$ cat src/rtl/pwm_cmp_pkg.sv
package pwm_cmp_pkg;
  localparam logic [1:0] ADDR_CTRL = 2'd0;
  localparam logic [1:0] ADDR_CMP  = 2'd1;
  localparam logic [1:0] ADDR_STAT = 2'd2;

  typedef struct packed {
    logic [1:0] dirSel;
    logic       dmaEn;
    logic       ev1En;
    logic       ev0En;
    logic       irqEn;
  } cfg_t;

  typedef struct packed {
    logic wrCtrl;
    logic wrCmp;
    logic rdStat;
    logic rdReq;
  } strobe_t;
endpackage

$ cat src/rtl/pwm_cmp_datapath.sv
module pwm_cmp_datapath
  import pwm_cmp_pkg::*;
#(
  parameter int CNT_W = 16
) (
  input  logic             clk,
  input  logic             rst_n,
  input  logic [CNT_W-1:0] cnt,
  input  logic             cntDown,
  input  strobe_t          stb,
  input  logic [CNT_W-1:0] wrData,
  input  logic [1:0]       rdAddr,
  input  logic             statFlag,
  output cfg_t             cfg,
  output logic             hit,
  output logic [CNT_W-1:0] rdData
);
  localparam int CFG_W = $bits(cfg_t);

  logic [CNT_W-1:0] shadowCmp;
  logic [CNT_W-1:0] activeCmp;
  logic             eqPrev;
  logic             eqNow;
  logic             dirOk;
  logic [CNT_W-1:0] rdMux;

  always_comb begin
    dirOk = cfg.dirSel[1] | (cfg.dirSel[0] == cntDown);
    eqNow = (cnt == activeCmp) && dirOk;
    hit   = eqNow && !eqPrev;
  end

  always_ff @(posedge clk) begin
    if (!rst_n) begin
      cfg       <= '0;
      shadowCmp <= '1;
      activeCmp <= '1;
      eqPrev    <= 1'b0;
    end else begin
      eqPrev <= eqNow;
      if (stb.wrCtrl) cfg <= cfg_t'(wrData[CFG_W-1:0]);
      if (stb.wrCmp)  shadowCmp <= wrData;
      if (cnt == '0)  activeCmp <= shadowCmp;
    end
  end

  always_comb begin
    rdMux = '0;
    case (rdAddr)
      ADDR_CTRL: rdMux[CFG_W-1:0] = cfg;
      ADDR_CMP:  rdMux = shadowCmp;
      ADDR_STAT: rdMux[0] = statFlag;
      default:   rdMux = '0;
    endcase
  end

  always_ff @(posedge clk) begin
    if (!rst_n)         rdData <= '0;
    else if (stb.rdReq) rdData <= rdMux;
  end

  // the active value only moves on a zero count
  a_r8_active_hold: assert property (@(posedge clk) disable iff (!rst_n)
    (cnt != '0) |=> $stable(activeCmp));
  // no back-to-back hits
  a_r2_single_hit: assert property (@(posedge clk) disable iff (!rst_n)
    hit |=> !hit);
endmodule

$ cat src/rtl/pwm_cmp_ctrl.sv
module pwm_cmp_ctrl
  import pwm_cmp_pkg::*;
(
  input  logic       clk,
  input  logic       rst_n,
  input  logic       wrEn,
  input  logic [1:0] wrAddr,
  input  logic       rdEn,
  input  logic [1:0] rdAddr,
  input  logic       dmaAck,
  input  cfg_t       cfg,
  input  logic       hit,
  output strobe_t    stb,
  output logic       statFlag,
  output logic       irq,
  output logic       ev0,
  output logic       ev1,
  output logic       dmaReq
);
  always_comb begin
    stb.wrCtrl = wrEn && (wrAddr == ADDR_CTRL);
    stb.wrCmp  = wrEn && (wrAddr == ADDR_CMP);
    stb.rdStat = rdEn && (rdAddr == ADDR_STAT);
    stb.rdReq  = rdEn;
    irq        = statFlag && cfg.irqEn;
  end

  always_ff @(posedge clk) begin
    if (!rst_n) begin
      statFlag <= 1'b0;
      ev0      <= 1'b0;
      ev1      <= 1'b0;
      dmaReq   <= 1'b0;
    end else begin
      ev0 <= hit && cfg.ev0En;
      ev1 <= hit && cfg.ev1En;
      if (hit)             statFlag <= 1'b1;
      else if (stb.rdStat) statFlag <= 1'b0;
      if (hit && cfg.dmaEn) dmaReq <= 1'b1;
      else if (dmaAck)      dmaReq <= 1'b0;
    end
  end

  // event pulse is one cycle wide
  a_r4_ev0_pulse: assert property (@(posedge clk) disable iff (!rst_n)
    ev0 |=> !ev0);
  // same for line 1
  a_r5_ev1_pulse: assert property (@(posedge clk) disable iff (!rst_n)
    ev1 |=> !ev1);
  // flag survives until a status read
  a_r6_flag_sticky: assert property (@(posedge clk) disable iff (!rst_n)
    (statFlag && !stb.rdStat) |=> statFlag);
  // request held until acknowledged
  a_r9_dma_hold: assert property (@(posedge clk) disable iff (!rst_n)
    (dmaReq && !dmaAck) |=> dmaReq);
  // a pulse always follows a hit
  a_r4_ev_from_hit: assert property (@(posedge clk) disable iff (!rst_n)
    $rose(ev0) |-> $past(hit));
endmodule

$ cat src/rtl/pwm_cmp_trig.sv
module pwm_cmp_trig
  import pwm_cmp_pkg::*;
#(
  parameter int CNT_W = 16
) (
  input  logic             clk,
  input  logic             rst_n,
  input  logic [CNT_W-1:0] cnt,
  input  logic             cntDown,
  input  logic             wrEn,
  input  logic [1:0]       wrAddr,
  input  logic [CNT_W-1:0] wrData,
  input  logic             rdEn,
  input  logic [1:0]       rdAddr,
  output logic [CNT_W-1:0] rdData,
  input  logic             dmaAck,
  output logic             irq,
  output logic             ev0,
  output logic             ev1,
  output logic             dmaReq
);
  strobe_t stb;
  cfg_t    cfg;
  logic    hit;
  logic    statFlag;

  pwm_cmp_datapath #(.CNT_W(CNT_W)) u_dp (
    .clk(clk), .rst_n(rst_n), .cnt(cnt), .cntDown(cntDown), .stb(stb),
    .wrData(wrData), .rdAddr(rdAddr), .statFlag(statFlag), .cfg(cfg),
    .hit(hit), .rdData(rdData)
  );

  pwm_cmp_ctrl u_ctrl (
    .clk(clk), .rst_n(rst_n), .wrEn(wrEn), .wrAddr(wrAddr), .rdEn(rdEn),
    .rdAddr(rdAddr), .dmaAck(dmaAck), .cfg(cfg), .hit(hit), .stb(stb),
    .statFlag(statFlag), .irq(irq), .ev0(ev0), .ev1(ev1), .dmaReq(dmaReq)
  );
endmodule

$ cat config.mk
export PLATFORM = sky130hd
export DESIGN_NAME = pwm_cmp_trig
export DESIGN_NICKNAME = d
export VERILOG_FILES = /design/src/rtl/pwm_cmp_pkg.sv /design/src/rtl/pwm_cmp_datapath.sv /design/src/rtl/pwm_cmp_ctrl.sv /design/src/rtl/pwm_cmp_trig.sv
export SDC_FILE = /design/constraint.sdc
export NUM_CORES = 1
export LEC_CHECK = 0
export BUFFER_PORTS_ARGS = -buffer_cell sky130_fd_sc_hd__buf_2
export CAP_MARGIN = 5
export CORE_MARGIN = 10
export CORE_UTILIZATION = 50
export DETAILED_ROUTE_END_ITERATION = 16
export GPL_TIMING_DRIVEN = 0
export PLACE_DENSITY_LB_ADDON = 0.3
export SYNTH_ARGS = -nofsm -noshare
export SYNTH_HDL_FRONTEND = slang
export SYNTH_SLANG_ARGS = --single-unit
$ cat constraint.sdc
create_clock -name clk -period 1.5 [get_ports clk]
set_input_delay 0.075 -clock clk [delete_from_list [all_inputs] [get_ports clk]]
set_output_delay 0.075 -clock clk [all_outputs]
set_load 0.1 [all_outputs]
==> results of run 1 <==
-- logic make-up after synthesis --
family,share of synthesized area [%]
simple gates,25.7
flops,48.5
mux,10.7
buf+inv,3.75
compound gates,5.24
xor+xnor,6.12
-- flip-flops by register name (all words and copies together) (netlist names) --
signal / count
u_ctrl.dmaReq: 1
u_dp.rdData: 16
u_ctrl.ev0: 1
u_dp.activeCmp: 16
u_dp.cfg: 6
u_dp.shadowCmp: 16
u_ctrl.statFlag: 1
u_ctrl.ev1: 1
u_dp.eqPrev: 1
-- power by group --
| part | total, mW | leakage [nW] | switching (mW) | internal, mW |
|---|---|---|---|---|
| Clock | 1.30 | 0.0953 | 0.576 | 0.720 |
| Sequential | 1.65 | 0.480 | 0.0345 | 1.61 |
| Combinational | 0.438 | 0.905 | 0.279 | 0.159 |
| Total | 3.38 | 1.48 | 0.889 | 2.49 |
-- worst paths after layout --
check	slack (ns)	start	end
worst max-delay path	-0.03	u_dp.activeCmp[15]	u_ctrl.ev0
worst min-delay path	0.04	rst_n	u_dp.eqPrev
worst max register to register	-0.03	u_dp.activeCmp[15]	u_ctrl.ev0
worst min register to register	0.47	u_dp.cfg[2]	u_ctrl.ev1
-- final cells by class --
type | instances | area, um^2
buffer | 14 | 61.3
clock buffer | 13 | 169
clock inverter | 2 | 10.0
fill | 379 | 1500
inverter | 8 | 30.0
multi-input combinational | 186 | 1200
sequential | 59 | 1180
tap | 67 | 83.8
timing repair buffer | 79 | 483
-- worst min-delay path, stage by stage --
cell and delay, ns:
sky130_fd_sc_hd__buf_2 0.12, sky130_fd_sc_hd__o2111ai_2 0.09, sky130_fd_sc_hd__nor2_1 0.05
-- routing by layer --
metal | wire length (um) | vias to the layer above | GRT usage, %
met5 | 0 | - | 0
met4 | 128 | 0 | 6.06
met3 | 442 | 15 | 5.32
met2 | 2730 | 66 | 23.2
met1 | 2870 | 973 | 19.4
li1 | - | 1074 | -
-- metrics by stage --
step	utilization, %	cells
6_report	68.2	428
5_1_grt	68.2	428
4_1_cts	67.4	426
3_5_place_dp	59.7	394
3_3_place_gp	59.7	394
2_1_floorplan	-	267
-- timing repair --
| item | 4_1_cts | 5_1_grt |
|---|---|---|
| pin swaps | 2 | 4 |
| buffers inserted | 1 | 2 |
| hold endpoints to repair | 16 | 0 |
| endpoints found under the setup margin | 3 | 4 |
| gates resized for setup | 5 | 5 |
| hold buffers | 16 | 0 |
-- cell usage in the layout (no fill, tap or decap), drive strengths merged --
cell type / instances
o22ai: 5
nor4: 7
dlygate4sd3: 16
nand3: 18
nor2b: 26
nor2: 5
nor3b: 1
clkinv: 2
o211a: 1
inv: 8
a21oi: 12
o211ai: 1
nor3: 2
xor2: 15
nand2b: 1
dfxtp: 59
mux2i: 26
nand4: 1
and3b: 2
o2111ai: 1
nand2: 49
clkbuf: 25
nand3b: 3
xnor2: 2
and2: 6
a32o: 1
or3: 1
buf: 65
==> run summary, run 1 <==
• 25 — # rows
• 0.44 ns — largest stage delay on the critical path
• 0.00354 ns — final clock skew
• 89.8 um — die height
• sky130_fd_sc_hd__dfxtp_1 — Synth Flop Type
• sky130_fd_sc_hd__dfxtp_1 (59), sky130_fd_sc_hd__nand2_1 (49), sky130_fd_sc_hd__mux2i_1 (26), sky130_fd_sc_hd__nor2b_1 (26), sky130_fd_sc_hd__nand3_1 (18) — top cells by instance count after synthesis
• 3 — largest fanout of any net on the critical path
• 89.8 um — width of the die
• 4.57 mm — post-detail-place hpwl
• negative setup slack — failing checks
• 0% — Synth async-reset ratio
• 6.18 mm — wire length reported by the detailed router
• done — clock tree from TritonCTS
• 9.11 um^2 — Post-Synthesis Mean Instance Area
• -0.0252 ns — least setup slack across all paths after layout
• 3 — total number of H-tree levels
• 1.78 ns — Worst EP required
• 0 — remaining antenna violation count after routing
• 5 — cell depth of the worst flop-to-flop path
• sky130_fd_sc_hd__dfxtp_1 (49%), sky130_fd_sc_hd__mux2i_1 (11%), sky130_fd_sc_hd__nand2_1 (7.6%) — cells taking the most area after synthesis
• 1.48 nW — static power due to leakage
• 59 — number of register bits inferred by synthesis
• 0.00243 mm^2 — cell area after synthesis
• 3.38 mW — total power
• 11 — pin count of the biggest net entering global routing
• 14.4 um — wire length per cell
• 48.5% — fraction of post-synthesis cell area in the top cell type by area
• 0.799 — weighted congestion at the end of routability-driven global placement
• 15.3% — GRT Resource Usage Total
• 10.2 mm — first-pass GRT wire length
• reg -> reg — Critical Setup Path Class
• sky130_fd_sc_hd__dfxtp_1 — largest area contributor in the netlist
• 267 — cell count after synthesis
• 1050 mW/mm^2 — ratio of total power to cell area
• 2,166 — vias in the first global route
• 24.9% — fraction of final layout cells with drive strength greater than 1
• 656 MHz — f_max
• 27 — number of library cell types mapped by synthesis
• 145 — First DRT Iteration DRCs
• 399 — nets@finish
• 0.00806 mm^2 — die outline area
• 62 — Ports
• 0.33 ns — insertion delay to the later sink of the worst-skew pair
• 0 — antenna violations before repair
• 51.5% — Initial Utilization
• 0.06 ns — clock slew at the register clock pins of the worst setup and hold paths
• xor2_1 > nor4_1 > nand3_1 > or3_4 > nor2_2 — series of cell instances along the critical path
• 0.00282 mm^2 — cell area after placement
• sky130_fd_sc_hd__dfxtp_1 — most common cell in the synthesized netlist
• 4.97 — via density per instance
• in -> reg — worst min path class
• complete, but fails checks — outcome
• 102% — portion of the clock cycle consumed by the worst path in the final layout
• simple AND/OR/NAND/NOR gates — Crit path max-delay family
• 60 — number of I/O port buffers
• sky130_fd_sc_hd__or3_4 — critical-path cell with the highest stage delay
• 1.53 ns — Period minus WS final
• 309 — Syn Nets
• 0 — number of antenna diodes
• 0 — DRC viols
• 0 — buffers and inverters on the worst path
• flip-flop — Worst setup EP type
• 5 — Levels on crit path
• 0.00472 mm^2 — floorplan core area
• 0 — number of warnings printed during yosys synthesis
• 0.00322 mm^2 — post-route cell area
• 32.4% — layout overhead on the synthesized area
• 48.5% — sequential fraction of the synthesis area
• -0.0467 ns — aggregate negative setup slack
• 0.653 mV — Peak VDD IR
• flip-flop — category of the worst setup path launch point
• 0 — number of flops mapped to enable cells by yosys
• 0 — Fin. Hold Viols
• 0 — gr ovfl total
• 2,128 — vias after detailed routing
• 0.0422 ns — smallest hold slack
• 0 — Max Transition Viols Final
• 3 — worst hold path cell count
• 1.80 ns — Crit path arrival time
• 4 — number of search-and-repair iterations in the first detailed-routing pass
• 0 — max-cap check violation count
• 9 — number of buffers created by CTS
• sky130_fd_sc_hd__clkbuf_8 — CTS Root Buffer Type
• 53.0% — headroom to the max-slew limit
• 2 — maximum count of clock buffers along a single path
• 59 — total clock sinks
• -0.117 ns — Worst Setup Slack post-DPL
• true — unrepaired setup endpoints after global routing
• 2 — number of failing setup endpoints in the final timing report
• 0.702 ns — slew at the pin with the worst max-slew slack
(Power assumes the default switching activity.)
==> inputs of run 2 (changes only) <==
Settings changed: MAX_ROUTING_LAYER set to met4, REMOVE_ABC_BUFFERS set to 1, SETUP_SLACK_MARGIN set to 0.02.
==> run summary, run 2 (same netlist as run 1, synthesis figures left out) <==
• reg -> reg — Critical Setup Path Class
• sky130_fd_sc_hd__buf_2 (61), sky130_fd_sc_hd__dfxtp_1 (56), sky130_fd_sc_hd__nand2_1 (49), sky130_fd_sc_hd__mux2i_1 (26), sky130_fd_sc_hd__nor2b_1 (26) — leading cell types in the layout, fill and taps excluded
• 0.800 — weighted congestion at the end of routability-driven global placement
• 58 — pin count of the biggest net entering global routing
• 0.890 ns — slew at the pin with the worst max-slew slack
• u_dp.activeCmp[8] — reg-to-reg startpoint
• 3 — total number of H-tree levels
• flip-flop — category of the worst setup path launch point
• 15.3% — GRT Resource Usage Total
• 2 — maximum count of clock buffers along a single path
• 0 — buffers and inverters on the worst path
• 50.9% — Reg power frac
• 2,044 — vias after detailed routing
• sky130_fd_sc_hd__clkbuf_8 — CTS Root Buffer Type
• flip-flop — Worst setup EP type
• 59 — total clock sinks
• 0 — Max Transition Viols Final
• u_ctrl.ev1 — destination of the worst register-to-register timing path
• 0.00276 mm^2 — cell area after placement
• 115 — First DRT Iteration DRCs
• 65.9% — final core utilization
• 3.23 mW — total power
• 0 — gr ovfl total
• in -> reg — worst min path class
• done — clock tree from TritonCTS
• xor2_1 > nor4_1 > nand3_1 > or3_4 > nor2_1 — series of cell instances along the critical path
• 1040 mW/mm^2 — ratio of total power to cell area
• true — unrepaired setup endpoints after global routing
• 383 — nets@finish
• 25 — # rows
• 27.8% — layout overhead on the synthesized area
• 9 — number of buffers created by CTS
• -0.03 ns — worst-case register-to-register setup slack
• 409 — fill cell instance count of the final layout
• 102% — portion of the clock cycle consumed by the worst path in the final layout
• 0.00311 mm^2 — post-route cell area
• u_dp.shadowCmp[4] — Worst Hold Endpoint
• negative setup slack — failing checks
• 1.79 ns — Crit path arrival time
• 0.43 ns — largest stage delay on the critical path
• 1.76 ns — Worst EP required
• 0.0107 ns — smallest hold slack
• 13.3% — fraction of power consumed by combinational cells
• 2.38 mW — Internal Dissipation
• u_dp.activeCmp (16), u_dp.rdData (16), u_dp.shadowCmp (16) — biggest registers after layout
• wrData[4] — startpoint of the most critical hold path
• 89.8 um — width of the die
• 1.53 ns — Period minus WS final
• 0 — remaining antenna violation count after routing
• 0.00806 mm^2 — die outline area
• 0.00472 mm^2 — floorplan core area
• 9.92 mm — first-pass GRT wire length
• 1.43 nW — static power due to leakage
• -0.0341 ns — least setup slack across all paths after layout
• 3 — worst hold path cell count
• simple AND/OR/NAND/NOR gates — Crit path max-delay family
• 0.845 mW — net load switching power
• 3 — number of failing setup endpoints in the final timing report
• 2,105 — vias in the first global route
• 0 — antenna violations before repair
• 26.2% — Net Sw Frac
• 0.628 mV — Peak VDD IR
• 0.06 ns — clock slew at the register clock pins of the worst setup and hold paths
• 35.9% — clock share of power
• 14.8 um — wire length per cell
• 61 — number of I/O port buffers
• sky130_fd_sc_hd__or3_4 — critical-path cell with the highest stage delay
• 0 — DRC viols
• 4.15 mm — post-detail-place hpwl
• 89.8 um — die height
• 0 — max-cap check violation count
• 5 — cell depth of the worst flop-to-flop path
• 0 — number of antenna diodes
• 0.00421 ns — final clock skew
• sky130_fd_sc_hd__buf_2 — most common cell after layout, fill and taps aside
• 51.5% — Initial Utilization
• 6.07 mm — wire length reported by the detailed router
• 62 — Ports
• 0.32 ns — insertion delay to the later sink of the worst-skew pair
• 0 — Fin. Hold Viols
• 40.6% — headroom to the max-slew limit
• 4 — number of search-and-repair iterations in the first detailed-routing pass
• 652 MHz — f_max
• 4.99 — via density per instance
• complete, but fails checks — outcome
• 3 — largest fanout of any net on the critical path
• 23.9% — fraction of final layout cells with drive strength greater than 1
-- run 2: cell types whose count changed in the layout (fill, tap and decap cells not counted), moves of 2 or more --
| cell | before | now |
|---|---|---|
| sky130_fd_sc_hd__nor2_2 | 2 | 0 |
| sky130_fd_sc_hd__buf_4 | 3 | 1 |
| sky130_fd_sc_hd__clkbuf_8 | 12 | 10 |
| sky130_fd_sc_hd__clkbuf_1 | 13 | 3 |
| sky130_fd_sc_hd__clkinv_2 | 2 | 0 |
| sky130_fd_sc_hd__nor2_1 | 3 | 5 |
-- run 2: worst max-delay path by stage --
stage / cells past startpoint / end / start
after floorplan: 5 / u_ctrl.ev0 / u_dp.activeCmp[9]
after global placement: 5 / u_dp.activeCmp[10] / cnt[11]
after detailed placement: 5 / u_dp.activeCmp[10] / cnt[11]
after CTS: 5 / u_ctrl.ev0 / u_dp.activeCmp[6]
after global routing: 5 / u_ctrl.ev1 / u_dp.activeCmp[8]
final: 5 / u_ctrl.ev1 / u_dp.activeCmp[8]
-- run 2: final cells by class --
cell class,count,area [um^2],share of cell area [%]
Clock buffer,13,149,4.79
Timing Repair Buffer,77,463,14.9
Sequential cell,59,1180,38.1
Tap cell,67,83.8,2.70
Inverter,8,30.0,0.965
Multi-Input combinational cell,186,1200,38.6
-- run 2: per-layer routing --
metal,global-route usage [%],up-vias,wire length [um]
met2,24.3,57,2940
met4,8.22,0,212
li1,-,1035,-
met3,3.82,20,297
met5,-,-,0
met1,17.4,932,2610
-- run 2: power groups by stage --
stage | Clock (mW) | Combinational, mW | Sequential (mW)
after floorplan | 0 | 0.123 | 1.80
after global placement | 0 | 0.388 | 1.67
after detailed placement | 0 | 0.393 | 1.68
after CTS | 1.18 | 0.426 | 1.64
after global routing | 1.26 | 0.466 | 1.65
final | 1.16 | 0.429 | 1.64
-- run 2: through the flow --
step / TNS (ns) / std cells / setup slack, ns
finish: -0.0599 / 410 / -0.0341
global route: -0.616 / 410 / -0.172
CTS: -0.0969 / 409 / -0.0426
floorplan: 0 / 253 / 0.141
detailed placement: -5.70 / 381 / -0.360
global placement: -4.86 / 381 / -0.281
-- run 2: worst min-delay path: cells and delay by family --
family / cells / cell delay [ns]
buffers and inverters: 1 / 0.10
and+or+nand+nor: 2 / 0.12
-- run 2: repair_timing --
action,in CTS,in global routing
pin swaps,1,3
resized for setup,4,5
hold endpoints to repair,15,0
setup endpoints to repair,19,4
hold buffers,15,0
setup buffers,0,1
==> inputs of run 3 (changes only) <==
Settings changed: ABC_AREA set to 1, BUFFER_PORTS_ARGS -buffer_cell sky130_fd_sc_hd__buf_2 to not set, CAP_MARGIN 5 to 15, DONT_BUFFER_PORTS set to 1.
==> run summary, run 3 <==
• 26 — number of library cell types mapped by synthesis
• 59 — number of register bits inferred by synthesis
• 0.00589 ns — final clock skew
• 62 — Ports
• 0 — number of flops mapped to enable cells by yosys
• 685 MHz — f_max
• 0 — max-cap check violation count
• 6.17 mm — wire length reported by the detailed router
• 0.00475 mm^2 — floorplan core area
• sky130_fd_sc_hd__dfxtp_1 (48%), sky130_fd_sc_hd__nand2_1 (15%), sky130_fd_sc_hd__inv_1 (5.5%) — cells taking the most area after synthesis
• 18.2% — layout overhead on the synthesized area
• 0 — number of failing setup endpoints in the final timing report
• 333 — cell count after synthesis
• 9 — number of buffers created by CTS
• dlygate4sd3_1 > o21ai_0 > o221ai_1 > inv_1 — series of cell instances along the critical path
• 1160 mW/mm^2 — ratio of total power to cell area
• 15.0% — GRT Resource Usage Total
• 0 — Max Transition Viols Final
• 2,195 — vias after detailed routing
• 0 — number of antenna diodes
• sky130_fd_sc_hd__nand2_1 (96), sky130_fd_sc_hd__dfxtp_1 (58), sky130_fd_sc_hd__inv_1 (35) — leading cell types in the layout, fill and taps excluded
• 0% — Synth async-reset ratio
• complete, but fails checks — outcome
• false — unrepaired setup endpoints after global routing
• 0.06 ns — clock slew at the register clock pins of the worst setup and hold paths
• 59 — total clock sinks
• 0 — gr ovfl total
• 0.651 mV — Peak VDD IR
• 0.0543 ns — Worst Setup Slack post-DPL
• 51.9% — Initial Utilization
• 9.78 mm — first-pass GRT wire length
• met2 — grt peak-use layer
• 0.00248 mm^2 — cell area after placement
• input pin — category of the worst setup path launch point
• 49 — pin count of the biggest net entering global routing
• 0.794 — weighted congestion at the end of routability-driven global placement
• 24 — largest fanout of any net on the critical path
• 4.08 mm — post-detail-place hpwl
• 47.8% — sequential fraction of the synthesis area
• 1.00 ns — slew at the pin with the worst max-slew slack
• done — clock tree from TritonCTS
• 196 — First DRT Iteration DRCs
• 97.3% — portion of the clock cycle consumed by the worst path in the final layout
• sky130_fd_sc_hd__dfxtp_1 — largest area contributor in the netlist
• 0 — antenna violations before repair
• sky130_fd_sc_hd__nand2_1 — most common cell after layout, fill and taps aside
• 5.15 — via density per instance
• 2 — maximum count of clock buffers along a single path
• 1,918 — vias in the first global route
• sky130_fd_sc_hd__dfxtp_1 — Synth Flop Type
• u_dp.activeCmp (16), u_dp.rdData (16), u_dp.shadowCmp (16) — biggest registers after layout
• sky130_fd_sc_hd__nand2_1 (96), sky130_fd_sc_hd__dfxtp_1 (59), sky130_fd_sc_hd__inv_1 (36) — top cells by instance count after synthesis
• 7 — Fin. Hold Viols
• 1.46 ns — Period minus WS final
• -0.0377 ns — smallest hold slack
• 14.5 um — wire length per cell
• negative hold slack — failing checks
• sky130_fd_sc_hd__nand2_1 — most common cell in the synthesized netlist
• 1.11 ns — largest stage delay on the critical path
• 25 — # rows
• 1.67 ns — Crit path arrival time
• sky130_fd_sc_hd__clkbuf_8 — CTS Root Buffer Type
• 47.8% — fraction of post-synthesis cell area in the top cell type by area
• in -> reg — worst min path class
• 90.3 um — width of the die
• 0.00815 mm^2 — die outline area
• 0 — number of I/O port buffers
• 7.41 um^2 — Post-Synthesis Mean Instance Area
• 5.82% — met3 demand-to-capacity share in global routing
• 33.1% — headroom to the max-slew limit
• 448 — fill cell instance count of the final layout
• 0.32 ns — insertion delay to the later sink of the worst-skew pair
• 396 — nets@finish
• in -> reg — Critical Setup Path Class
• 0.00108 mm^2 — area of the multi-input gates
• 0.00118 mm^2 — Reg area
• 1.34 nW — static power due to leakage
• 0 — remaining antenna violation count after routing
• 0.0403 ns — least setup slack across all paths after layout
• 0.00247 mm^2 — cell area after synthesis
• 0 — number of warnings printed during yosys synthesis
• flip-flop — Worst setup EP type
• 4 — number of search-and-repair iterations in the first detailed-routing pass
• 0 — number of buffers inserted to repair setup after CTS
• 90.3 um — die height
• 0 — DRC viols
• sky130_fd_sc_hd__dlygate4sd3_1 — critical-path cell with the highest stage delay
• 0.00292 mm^2 — post-route cell area
• 6.96% — fraction of final layout cells with drive strength greater than 1
• 18.2% — global-route met1 utilization
• 3 — total number of H-tree levels
• 1.72 ns — Worst EP required
• 21.7% — global routing met2 resource utilization
run 3: changes by cell type after synthesis, moves of 12 or more:
cell	delta
sky130_fd_sc_hd__nand2_1	+47
sky130_fd_sc_hd__inv_1	+28
sky130_fd_sc_hd__mux2i_1	-26
sky130_fd_sc_hd__nor2b_1	-26
sky130_fd_sc_hd__o21ai_0	+23
sky130_fd_sc_hd__nor2_1	+12
run 3: critical path, delay by kind of cell:
kind                   cells  cell delay, ns
AO/OA/AOI/OAI              2            0.42
buffers and inverters      2            1.17
run 3: worst paths after layout:
check	start	to	slack (ns)	cells past startpoint
worst min register to register	u_dp.cfg[1]	u_ctrl.ev0	0.47	2
worst min-delay path	rdEn	u_dp.rdData[10]	-0.04	2
worst max register to register	u_dp.rdData[9]	u_dp.rdData[9]	0.08	2
worst max-delay path	rdEn	u_dp.rdData[2]	0.04	4
run 3: cells by family (layout without fill, tap and decap cells):
group                  count (synthesis)  count (layout)  synth area share [%]
AO/OA/AOI/OAI                         66              66                  15.4
flip-flops                            59              59                  47.8
AND/OR/NAND/NOR                      146             146                  24.8
buffers and inverters                 53              79                  8.77
XOR/XNOR                               9               9                  3.19
run 3: through the flow:
stage	cells	utilization (%)	total power [mW]	setup TNS [ns]
floorplan	319	-	2.02	0
global placement	386	52.2	2.06	-4.46
detailed placement	386	52.3	2.07	0
CTS	424	60.7	3.38	0
global route	426	61.4	3.53	0
finish	426	61.4	3.37	0
run 3: power by group:
group          leakage (nW)  internal, mW  switching (mW)  total [mW]
Combinational         0.763         0.111           0.143       0.254
Sequential            0.483          1.63           0.239        1.87
Clock                0.0905         0.686           0.566        1.25
run 3: layout make-up:
cell class,instances,area share (%)
tap,67,2.87
clock buffer,14,5.57
multi-input combinational,221,37.0
inverter,39,5.15
clock inverter,2,0.343
sequential,59,40.5
timing repair buffer,24,8.58
run 3: routing by layer:
layer	vias to the layer above	wire length, um
met2	68	2860
li1	1119	-
met5	-	0
met3	4	502
met4	0	46
met1	1004	2760
run 3: what timing repair did:
| action | in CTS | in global routing |
|---|---|---|
| hold endpoints to repair | 50 | 16 |
| endpoints found under the setup margin | 0 | 4 |
| gates resized for setup | 0 | 3 |
| hold buffers | 22 | 2 |
